[config.mk]
export PLATFORM = sky130hd
export DESIGN_NAME = misr_sig
export DESIGN_NICKNAME = d
export VERILOG_FILES = /design/src/rtl/misr_pkg.sv /design/src/rtl/misr_cell.sv /design/src/rtl/misr_golden.sv /design/src/rtl/misr_sig.sv
export SDC_FILE = /design/constraint.sdc
export NUM_CORES = 1
export LEC_CHECK = 0
export ABC_AREA = 0
export BUFFER_PORTS_ARGS = -buffer_cell sky130_fd_sc_hd__buf_4
export CELL_PAD_IN_SITES_DETAIL_PLACEMENT = 1
export CELL_PAD_IN_SITES_GLOBAL_PLACEMENT = 1
export CORE_AREA = 2 2 39 41
export CTS_BUF_LIST = sky130_fd_sc_hd__clkbuf_2
export DETAILED_ROUTE_END_ITERATION = 6
export DIE_AREA = 0 0 41 43
export PLACE_DENSITY_LB_ADDON = 0.15
export SLEW_MARGIN = 20
export SYNTH_ARGS = -nofsm -noshare
export SYNTH_HDL_FRONTEND = slang
export SYNTH_SLANG_ARGS = --single-unit
[constraint.sdc]
create_clock -name clk -period 1.6 [get_ports clk]
set_input_delay 0.16 -clock clk [delete_from_list [all_inputs] [get_ports clk]]
set_output_delay 0.16 -clock clk [all_outputs]
set_load 0.01 [all_outputs]
[src/rtl/misr_pkg.sv]
package misr_pkg;

    // Default signature width and modular feedback taps (bit i set:
    // top stage is XORed into stage i in addition to its shift input).
    parameter int SIG_W = 3;
    parameter logic [SIG_W-1:0] SIG_TAPS = 3'b010;

    typedef enum logic [1:0] {
        OP_HOLD  = 2'd0,
        OP_SHIFT = 2'd1,
        OP_CLEAR = 2'd2
    } op_e;

    typedef struct packed {
        logic clr;
        logic en;
    } ctrl_t;

    function automatic op_e decode_op(input ctrl_t c);
        if (c.clr)     return OP_CLEAR;
        else if (c.en) return OP_SHIFT;
        else           return OP_HOLD;
    endfunction

endpackage

[src/rtl/misr_cell.sv]
module misr_cell #(
    parameter bit TAP = 1'b0
) (
    input  logic           clk,
    input  logic           rst,
    input  misr_pkg::op_e  op,
    input  logic           shift_in,
    input  logic           fb,
    input  logic           d,
    output logic           q
);
    import misr_pkg::*;

    logic nxt;

    always_comb begin
        unique case (op)
            OP_CLEAR: nxt = 1'b0;
            OP_SHIFT: nxt = shift_in ^ (TAP & fb) ^ d;
            default:  nxt = q;
        endcase
    end

    always_ff @(posedge clk) begin
        if (rst) q <= 1'b0;
        else     q <= nxt;
    end

    AST_CELL_CLEARS: assert property (@(posedge clk) disable iff (rst)
        (op == OP_CLEAR) |=> (q == 1'b0));

endmodule

[src/rtl/misr_golden.sv]
module misr_golden #(
    parameter int W = misr_pkg::SIG_W
) (
    input  logic         clk,
    input  logic         rst,
    input  logic         ld,
    input  logic [W-1:0] gold_i,
    input  logic [W-1:0] sig,
    output logic         match
);
    logic [W-1:0] golden_q;

    always_ff @(posedge clk) begin
        if (rst)     golden_q <= '0;
        else if (ld) golden_q <= gold_i;
    end

    assign match = (sig == golden_q);

    AST_GOLD_CAPTURE: assert property (@(posedge clk) disable iff (rst)
        ld |=> (golden_q == $past(gold_i)));
    AST_GOLD_KEPT: assert property (@(posedge clk) disable iff (rst)
        !ld |=> $stable(golden_q));

endmodule

[src/rtl/misr_sig.sv]
module misr_sig #(
    parameter int W = misr_pkg::SIG_W,
    parameter logic [W-1:0] TAPS = misr_pkg::SIG_TAPS
) (
    input  logic         clk,
    input  logic         rst,
    input  logic         clr,
    input  logic         en,
    input  logic [W-1:0] data_i,
    input  logic         gold_ld,
    input  logic [W-1:0] gold_i,
    output logic [W-1:0] sig_o,
    output logic         match_o
);
    import misr_pkg::*;

    localparam int TOP = W - 1;

    ctrl_t        ctrl;
    op_e          op;
    logic [W-1:0] state;
    logic         fb;

    assign ctrl = '{clr: clr, en: en};
    assign op   = decode_op(ctrl);
    assign fb   = state[TOP];

    generate
        for (genvar i = 0; i < W; i++) begin : g_stage
            if (i == 0) begin : g_head
                misr_cell #(.TAP(1'b0)) cell_i (
                    .clk(clk), .rst(rst), .op(op),
                    .shift_in(fb), .fb(fb), .d(data_i[i]), .q(state[i])
                );
            end else begin : g_body
                misr_cell #(.TAP(TAPS[i])) cell_i (
                    .clk(clk), .rst(rst), .op(op),
                    .shift_in(state[i-1]), .fb(fb), .d(data_i[i]), .q(state[i])
                );
            end
        end
    endgenerate

    misr_golden #(.W(W)) gold_u (
        .clk(clk), .rst(rst), .ld(gold_ld), .gold_i(gold_i),
        .sig(state), .match(match_o)
    );

    assign sig_o = state;

    AST_CLEAR_WINS: assert property (@(posedge clk) disable iff (rst)
        clr |=> (sig_o == '0));
    AST_HOLD_STILL: assert property (@(posedge clk) disable iff (rst)
        (!clr && !en) |=> $stable(sig_o));
    AST_ZERO_STAYS: assert property (@(posedge clk) disable iff (rst)
        (en && !clr && sig_o == '0 && data_i == '0) |=> (sig_o == '0));
    AST_RESET_ZERO: assert property (@(posedge clk)
        rst |=> (sig_o == '0));

endmodule

==> results.tsv, run 1 <==
stage	metric	value	unit
drt	drtPass1Iterations	1	
timing	fin_setup_tns	0	ns
synth	syn_area	304	µm²
timing	setup_slack	0.359	ns
run_status	status	finished clean	
synth	synthDistinctLibCells	10	
timing	slew_violations	0	
final_layout	antenna_cells	0	
clock_network	cts_resized	0	
final_layout	drive_gt1_share	42.9	%
power	total_power	0.346	mW
synth	synth_top_cell_by_area	dfxtp_1	
floorplan	core-area	1380	µm²
clock_network	numCtsBuffers	3	
synth	syn_inst	28	
drt	drt_iter0_markers	0	
worst_setup_path	path_cells	xor2_1 -> nor3_1 -> buf_4	
worst_setup_path	crit_type	register to output port	
drt	wirelength	642	µm
global_routing	antenna_found_initial	0	
global_routing	grt_max_degree	7	
timing	fin_crit_sh	77.6	%
synth	synth-seq-cells	6	
clock_network	clockBufferDepth	2	
floorplan	io_pins	15	
placed_design	portBuffers	14	
worst_setup_path	cp_slowest_cell	dfxtp_1	
timing	finClkSkew	0.00419	ns
worst_setup_path	endpoint_kind	output port	
worst_setup_path	crit_path_start	g_stage[1].g_body.cell_i.q	
drt	drt-wirelength-per-cell	11.1	µm
worst_setup_path	slowest_delay	0.35	ns
global_routing	grt_overflow	0	
min_path	hp-class	input pin to register	
synth	synth_area_leaders	dfxtp_1 40%, mux2i_1 13%, xor2_1 8.6%	
worst_setup_path	rrSetupSlack	0.41	ns
clock_network	cts_root_buffer	clkbuf_2	
global_routing	grt_pass1_vias	269	
worst_setup_path	path_buf_inv	1	
timing	hold_viol_final	0	
clock_network	cts_tree	yes	
timing	max_freq	806	MHz
clock_network	clk_latency	0.22	ns
floorplan	start_util	22.0	%
floorplan	rows	14	
worst_setup_path	r2r-start	g_stage[2].g_body.cell_i.q	
clock_network	holdBufCountCts	0	
synth	syn_area_per_cell	10.9	µm²
worst_setup_path	worstPathRequired	1.44	ns
worst_setup_path	crit_arrival	1.08	ns
final_layout	finalNetCount	55	
timing	tightest_slew	0.324	ns
min_path	min-delay-start	clr	
synth	syn-num-nets	39	
final_layout	final_common_cell	buf_4	
worst_setup_path	cp_max_fo	4	
drt	viasPerCell	4.22	
global_routing	grt.total_usage	10.3	%
synth	seq_area_frac_synth	39.5	%
run	drv_cap	0	
timing	setup_viol	0	
worst_setup_path	cp-start-kind	register	
worst_setup_path	cp_top_family	flip-flops	
clock_network	clock_sinks	6	
final_layout	areaGrowthSynthToFinish	38.7	%
placed_design	placed_cell_area	407	µm²
clock_network	cts_setup_buffers	0	
synth	ys_warn_count	0	
placed_design	post-place-ws	0.396	ns
timing	finalCriticalPeriod	1.24	ns
clock_network	h-tree-depth	1	
final_layout	n_fill_cell	165	
synth	synth_top_area_share	39.5	%
power	power_density	821	nW/µm²
floorplan	die-height	43	µm
final_layout	stdcell_area	422	µm²
drt	ant_nets	0	
final_layout	layout_common_cells	14 x buf_4, 6 x dfxtp_1, 5 x nor2_1	
drt	drc_errors	0	
drt	num_vias	245	
power	static-leakage-power	0.206	nW
timing	fin_worst_hold_slack	0.117	ns
placed_design	routabilityCongestion	0.582	
timing	rsz0062_at_grt	false	
floorplan	dieArea	1760	µm²
timing	relSlewSlack	78.3	%
floorplan	die_x	41	µm
clock_network	clk_pin_slew	0.06	ns
global_routing	grt_first_pass_wirelength	1.17	mm
power	peakVddDrop	0.458	mV
path summary, 6_finish.rpt:
kind / end / cells after the start
worst min register to register: gold_u.golden_q[2] / 2
worst min-delay path: g_stage[1].g_body.cell_i.q / 2
worst max-delay path: match_o / 3
worst max register to register: g_stage[1].g_body.cell_i.q / 3
cells by family (layout without fill, tap and decap cells):
| group | count (synthesis) | after routing | share of synthesized area [%] |
|---|---|---|---|
| AND/OR/NAND/NOR | 7 | 7 | 11.1 |
| buffers and inverters | 3 | 17 | 7.41 |
| flip-flops | 6 | 6 | 39.5 |
| AO/OA/AOI/OAI | 2 | 2 | 6.58 |
| multiplexers | 4 | 4 | 13.2 |
| XOR/XNOR | 6 | 6 | 22.2 |
sequential cells by signal (all words and copies together), names as in the netlist:
register                 count
g_stage.g_body.cell_i.q      2
g_stage.g_head.cell_i.q      1
gold_u.golden_q              3
final cells by class:
| type | count | area, µm² | area share, % |
|---|---|---|---|
| repair buffers | 14 | 105 | 24.9 |
| well taps | 16 | 20.0 | 4.75 |
| multi-input cells | 19 | 161 | 38.3 |
| flip-flops and latches | 6 | 120 | 28.5 |
| clock buffers | 3 | 15.0 | 3.56 |
worst register-to-register path, stage by stage (launching register included):
cell and delay, ns:
dfxtp_1 0.43, xor3_1 0.44, mux2i_1 0.18, nor3_2 0.05
through the flow:
stage	std cells	utilization, %
2_1_floorplan	28	-
3_3_place_gp	55	29.4
3_5_place_dp	55	29.4
4_1_cts	58	30.5
5_1_grt	58	30.5
6_report	58	30.5
power by group:
group,switching (mW),internal [mW],leakage (nW)
Sequential,0.00779,0.157,0.0493
Clock,0.0558,0.0509,0.0125
Combinational,0.0285,0.0459,0.145
cell usage after synthesis, drive strengths merged:
cell type  instances
a2111oi            2
buf                3
dfxtp              6
mux2i              4
nor2               5
nor3               2
xnor2              2
xor2               3
xor3               1
per-layer routing:
metal | wire length [µm] | GRT usage (%)
met1 | 265 | 12.8
met2 | 308 | 14.1
met3 | 68 | 7.85
met4 | 0 | 2.00
met5 | 0 | 0
Note: power is estimated with default switching activity, not from simulation.
==> inputs of run 2 (changes only) <==
ABC_AREA = 1   (was 0)
clock period = 1.2 ns   (was 1.6 ns; I/O delays follow)
==> results.tsv, run 2 <==
stage	metric	value	unit	change
timing	hold_viol_final	0		unchanged
synth	synth_area_leaders	dfxtp_1 36%, nand2_1 17%, xor2_1 7.8%		
placed_design	dp_hpwl	637	µm	
worst_setup_path	slowest_delay	0.35	ns	about the same
synth	synth_common_cells	15 x nand2_1, 6 x dfxtp_1, 5 x a21oi_1, 5 x inv_1		
drt	wl_met2	389	µm	+26%
drt	wirelength	790	µm	+23%
global_routing	grt.total_usage	10.9	%	+0.57 points
synth	syn-num-nets	58		+49%
synth	seq_area_frac_synth	35.8	%	-3.7 points
timing	finClkSkew	0.00398	ns	-0.000202 ns
run	drv_cap	0		unchanged
final_layout	reg.largest.list	gold_u.golden_q (3), g_stage.g_body.cell_i.q (2), g_stage.g_head.cell_i.q (1)		
clock_network	clock_sinks	6		unchanged
floorplan	dieArea	1760	µm²	unchanged
drt	highest_layer	met3		
clock_network	cts_tree	yes		
floorplan	start_util	24.2	%	+2.3 points
clock_network	clockBufferDepth	2		unchanged
synth	synth_ff_type	dfxtp_1		
clock_network	h-tree-depth	1		unchanged
timing	slew_violations	0		unchanged
final_layout	areaGrowthSynthToFinish	39.6	%	
worst_setup_path	endpoint_kind	output port		
synth	syn_inst	47		+68%
synth	synth_most_common_cell	nand2_1		
floorplan	core-area	1380	µm²	unchanged
final_layout	largest_reg_flops	3		unchanged
placed_design	portBuffers	14		unchanged
timing	relSlewSlack	84.9	%	+6.6 points
synth	synth_top_family_by_area	simple AND/OR/NAND/NOR gates		
drt	num_vias	338		+38%
synth	synth_top_area_share	35.8	%	-3.7 points
drt	drt-wirelength-per-cell	10.1	µm	-8.5%
timing	setup_viol	1		+1
synth	synth-seq-cells	6		unchanged
clock_network	clk_latency	0.22	ns	about the same
synth	synth_edf_count	0		unchanged
synth	syn_area_per_cell	7.13	µm²	-34%
timing	finalCriticalPeriod	1.20	ns	
drt	drc_errors	0		unchanged
final_layout	n_fill_cell	190		+15%
global_routing	grt_first_pass_wirelength	1.23	mm	+5.3%
placed_design	routabilityCongestion	0.590		+1.4%
synth	yosys.area_share.simple	34.0	%	+23 points
drt	viasPerCell	4.33		+2.6%
synth	syn_area	335	µm²	+10%
power	total_power	0.452	mW	+30%
timing	tightest_slew	0.225	ns	-0.0991 ns
final_layout	antenna_cells	0		unchanged
clock_network	cts_root_buffer	clkbuf_2		
power	static-leakage-power	0.227	nW	+10%
global_routing	grt_overflow	0		unchanged
final_layout	layout_common_cells	15 x nand2_1, 15 x buf_4, 5 x inv_1, 5 x a21oi_1		
global_routing	grt_pass1_vias	321		+19%
run_status	status	finished, violations left		
drt	wl_met3	54	µm	-21%
power	peakVddDrop	0.289	mV	-37%
final_layout	largest_register	gold_u.golden_q		
timing	max_freq	831	MHz	
final_layout	finalNetCount	75		+36%
synth	synth_compound_area_share	10.1	%	+3.5 points
timing	rsz0062_at_grt	true		
clock_network	clk_pin_slew	0.06	ns	about the same
min_path	hp-class	input pin to register		
power	power_density	965	nW/µm²	+17%
worst_setup_path	cp-start-kind	register		
synth	ys_warn_count	0		unchanged
synth	synth-xor-area-share	7.84	%	-14 points
run_status	violations	negative setup slack		
synth	synth_mux_area_share	0	%	-13 points
worst_setup_path	crit_type	register to output port		
synth	ys_async_sr_fraction	0	%	unchanged
floorplan	die-height	43	µm	unchanged
drt	ant_nets	0		unchanged
placed_design	post-place-ws	0.202	ns	-0.194 ns
worst_setup_path	crit_arrival	1.08	ns	about the same
worst_setup_path	worstPathRequired	1.08	ns	-0.36 ns
worst_setup_path	cp_slowest_cell	dfxtp_4		
clock_network	holdBufCountCts	0		unchanged
floorplan	die_x	41	µm	unchanged
synth	synthAdderAreaFrac	0	%	unchanged
drt	drtPass1Iterations	1		unchanged
synth	synth_top_cell_by_area	dfxtp_1		
drt	drt_iter0_markers	0		unchanged
synth	synthDistinctLibCells	14		+4
final_layout	final_util	33.8	%	+3.3 points
final_layout	drive_gt1_share	40.3	%	-2.5 points
floorplan	io_pins	15		unchanged
worst_setup_path	path_cells	xor2_1 -> nor3_1 -> buf_4		
global_routing	grt_max_degree	8		+1
clock_network	numCtsBuffers	3		unchanged
floorplan	rows	14		unchanged
timing	setup_slack	-0.00356	ns	-0.362 ns
worst_setup_path	cp_max_fo	2		-2
timing	fin_crit_sh	100	%	
drt	routedLengthMet1	346	µm	+31%
global_routing	antenna_found_initial	0		unchanged
run 2: report_power, final:
| part | switching [mW] | internal [mW] | leakage (nW) | total, mW |
|---|---|---|---|---|
| registers | 0.00823 | 0.208 | 0.0512 | 0.216 |
| clock network | 0.0724 | 0.0679 | 0.0125 | 0.140 |
| logic | 0.0430 | 0.0520 | 0.163 | 0.0949 |
| total | 0.124 | 0.328 | 0.227 | 0.452 |
run 2: cells by family (layout without fill, tap and decap cells):
group,Yosys count,after routing
AND/OR/NAND/NOR,24,24
buffers and inverters,8,23
AO/OA/AOI/OAI,6,6
flip-flops,6,6
XOR/XNOR,3,3
run 2: routing by layer:
layer  global-route usage (%)  vias up
li1                         -      174
met1                     12.0      154
met2                     15.3       10
met3                     3.66        0
met4                     10.0        0
met5                        0        -
run 2: metrics by stage:
stage	hold WS, ns	cells	cell area, µm²	TNS, ns
6_report	0.101	78	468	-0.00356
5_1_grt	0.0758	78	468	-0.0564
4_1_cts	0.0960	78	465	-0.0242
3_5_place_dp	0.340	74	438	0
2_1_floorplan	0.182	47	335	0
3_3_place_gp	0.339	74	438	0
run 2: path summary, 6_finish.rpt:
kind                              start                          to  slack, ns  cells after the start
max          g_stage[0].g_head.cell_i.q                     match_o     -0.004                      3
min                                 rst  g_stage[1].g_body.cell_i.q       0.10                      2
max reg2reg  g_stage[0].g_head.cell_i.q  g_stage[1].g_body.cell_i.q       0.25                      6
min reg2reg          gold_u.golden_q[0]          gold_u.golden_q[0]       0.47                      2
run 2: timing repair:
item / CTS / global route
resized for setup: 3 / 2
pin swaps: 1 / 1
setup buffers: 1 / 0
endpoints found under the setup margin: 1 / 1
run 2: critical path: cells and delay by family, from the launching register on:
| kind | cells | cell delay (ns) |
|---|---|---|
| buffers and inverters | 1 | 0.16 |
| DFF | 1 | 0.35 |
| xor gates and xnor gates | 1 | 0.14 |
| and+or+nand+nor | 1 | 0.22 |
run 2: cell type report:
type	count	area, µm²	share of cell area, %
Clock buffer	3	15.0	3.21
Multi-Input combinational cell	33	174	37.2
Timing Repair Buffer	15	113	24.1
Tap cell	16	20.0	4.28
Sequential cell	6	128	27.3
Inverter	5	18.8	4.01
==> inputs of run 3 (changes only) <==
HOLD_SLACK_MARGIN = 0.15   (was unset)
==> results.tsv, run 3 (synthesis gave the netlist of run 2 again) <==
stage	metric	value	unit	change
floorplan	die-height	43	µm	unchanged
floorplan	io_pins	15		unchanged
clock_network	cts_tree	yes		
clock_network	clk_latency	0.22	ns	about the same
timing	rsz0062_at_grt	true		
final_layout	finalNetCount	78		+4.0%
worst_setup_path	path_cells	xor2_1 -> nor3_1 -> buf_4		
min_path	holdPathStages	3		+1
global_routing	grt_first_pass_wirelength	1.28	mm	+3.9%
power	power_density	924	nW/µm²	-4.3%
clock_network	numCtsBuffers	3		unchanged
clock_network	h-tree-depth	1		unchanged
timing	setup_viol	1		unchanged
worst_setup_path	crit_type	register to output port		
timing	relSlewSlack	85.1	%	+0.15 points
clock_network	clk_pin_slew	0.06	ns	about the same
final_layout	antenna_cells	0		unchanged
floorplan	die_x	41	µm	unchanged
placed_design	portBuffers	14		unchanged
clock_network	clockBufferDepth	2		unchanged
power	pwr-share-clk	30.6	%	-0.5 points
timing	finClkSkew	0.00349	ns	-0.000499 ns
worst_setup_path	crit_arrival	1.08	ns	about the same
timing	setup_slack	-0.00456	ns	-0.000998 ns
final_layout	multi_input_area	174	µm²	unchanged
floorplan	start_util	24.2	%	unchanged
drt	ant_nets	0		unchanged
clock_network	clock_sinks	6		unchanged
floorplan	rows	14		unchanged
worst_setup_path	r2r-end	g_stage[1].g_body.cell_i.q		
placed_design	dp_hpwl	637	µm	unchanged
final_layout	layout_common_cells	15 x nand2_1, 15 x buf_4, 5 x inv_1, 5 x a21oi_1		
worst_setup_path	reg2reg_depth	6		unchanged
global_routing	antenna_found_initial	0		unchanged
run_status	status	finished, violations left		
drt	drt_iter0_markers	0		unchanged
final_layout	drive_gt1_share	38.5	%	-1.9 points
min_path	hp-class	input pin to register		
global_routing	grt_overflow	0		unchanged
power	static-leakage-power	0.239	nW	+5.5%
global_routing	grt.total_usage	11.3	%	+0.40 points
final_layout	areaGrowthSynthToFinish	48.5	%	
drt	drc_errors	0		unchanged
final_layout	final_util	36.0	%	+2.2 points
power	peakVddDrop	0.290	mV	about the same
worst_setup_path	cp_max_fo	2		unchanged
worst_setup_path	cp_top_family	flip-flops		
timing	finalCriticalPeriod	1.20	ns	+0.000998 ns
final_layout	largest_register	gold_u.golden_q		
power	sequentialPowerShare	47.0	%	-0.9 points
worst_setup_path	r2r-start	g_stage[0].g_head.cell_i.q		
timing	hold_viol_final	0		unchanged
global_routing	grt_pass1_vias	339		+5.6%
clock_network	cts_root_buffer	clkbuf_2		
global_routing	grt_max_degree	8		unchanged
timing	slew_violations	0		unchanged
timing	fin_worst_hold_slack	0.170	ns	+0.0682 ns
min_path	min-delay-start	gold_i[2]		
worst_setup_path	slowest_delay	0.35	ns	about the same
floorplan	core-area	1380	µm²	unchanged
floorplan	dieArea	1760	µm²	unchanged
timing	fin_crit_sh	100	%	about the same
worst_setup_path	cp-start-kind	register		
drt	wirelength	825	µm	+4.4%
power	p_comb_share	22.4	%	+1.4 points
run	drv_cap	0		unchanged
placed_design	routabilityCongestion	0.590		unchanged
worst_setup_path	rrSetupSlack	0.25	ns	about the same
power	p_sw_share	27.3	%	-0.060 points
drt	viasPerCell	4.30		-0.85%
drt	drt-wirelength-per-cell	10.2	µm	+0.56%
worst_setup_path	endpoint_kind	output port		
drt	num_vias	348		+3.0%
worst_setup_path	worstPathRequired	1.08	ns	about the same
drt	drtPass1Iterations	1		unchanged
final_layout	largest_reg_flops	3		unchanged
worst_setup_path	cp_slowest_cell	dfxtp_4		
run_status	violations	negative setup slack		
power	p_int	0.334	mW	+1.9%
worst_setup_path	path_buf_inv	1		unchanged
final_layout	layout.area.seq	128	µm²	unchanged
timing	max_freq	830	MHz	about the same
final_layout	n_fill_cell	187		-1.6%
power	p_sw	0.126	mW	+1.6%
timing	tightest_slew	0.223	ns	-0.00232 ns
min_path	whs_endpoint	gold_u.golden_q[2]		
final_layout	reg.largest.list	gold_u.golden_q (3), g_stage.g_body.cell_i.q (2), g_stage.g_head.cell_i.q (1)		
[run 3: cell count changes in the layout (fill, tap and decap cells not counted)]
| cell | change |
|---|---|
| dlygate4sd3_1 | +3 |
[run 3: worst min-delay path, delay by kind of cell]
kind	cells	cell delay, ns
AO/OA/AOI/OAI	1	0.05
buffers and inverters	1	0.11
AND/OR/NAND/NOR	1	0.06
[run 3: worst max-delay path by stage]
| stage | cells past startpoint | slack, ns | endpoint | start |
|---|---|---|---|---|
| after floorplan | 2 | 0.29 | match_o | g_stage[2].g_body.cell_i.q |
| after global placement | 3 | 0.21 | match_o | g_stage[2].g_body.cell_i.q |
| after detailed placement | 3 | 0.20 | match_o | g_stage[2].g_body.cell_i.q |
| after CTS | 3 | -0.02 | match_o | g_stage[0].g_head.cell_i.q |
| after global routing | 3 | -0.06 | match_o | g_stage[0].g_head.cell_i.q |
| final | 3 | -0.005 | match_o | g_stage[0].g_head.cell_i.q |
[run 3: power groups by stage]
| stage | clock network, mW | logic [mW] | registers (mW) |
|---|---|---|---|
| floorplan | 0 | 0.0460 | 0.220 |
| CTS | 0.151 | 0.105 | 0.216 |
| global route | 0.166 | 0.112 | 0.218 |
| finish | 0.141 | 0.103 | 0.216 |
| detailed placement | 0 | 0.0938 | 0.222 |
| global placement | 0 | 0.0937 | 0.222 |
[run 3: layer usage]
| layer | routed length (µm) | GRT usage (%) | vias up | share of wire, % |
|---|---|---|---|---|
| li1 | - | - | 181 | - |
| met1 | 362 | 12.0 | 157 | 44 |
| met2 | 409 | 16.6 | 10 | 50 |
| met3 | 54 | 3.66 | 0 | 6.5 |
| met4 | 0 | 10.0 | 0 | 0 |
| met5 | 0 | 0 | - | 0 |
[run 3: area by class of cell]
| class | instances | share of cell area (%) |
|---|---|---|
| Inverter | 5 | 3.77 |
| Timing Repair Buffer | 18 | 28.6 |
| Sequential cell | 6 | 25.6 |
| Multi-Input combinational cell | 33 | 34.9 |
| Tap cell | 16 | 4.02 |
| Clock buffer | 3 | 3.02 |
[run 3: timing repair]
item	CTS	global route
endpoints found under the hold margin	6	0
buffers inserted	1	0
gates resized for setup	3	2
pin swaps	1	1
endpoints found under the setup margin	1	1
hold buffers	3	0
[run 3: through the flow]
| step | std cells | cell area [µm²] | power (mW) | worst slack [ns] | TNS, ns |
|---|---|---|---|---|---|
| after global placement | 74 | 438 | 0.316 | 0.209 | 0 |
| after floorplan | 47 | 335 | 0.266 | 0.292 | 0 |
| after global routing | 81 | 498 | 0.496 | -0.0564 | -0.0564 |
| after detailed placement | 74 | 438 | 0.316 | 0.202 | 0 |
| final | 81 | 498 | 0.460 | -0.00456 | -0.00456 |
| after CTS | 81 | 495 | 0.472 | -0.0242 | -0.0242 |
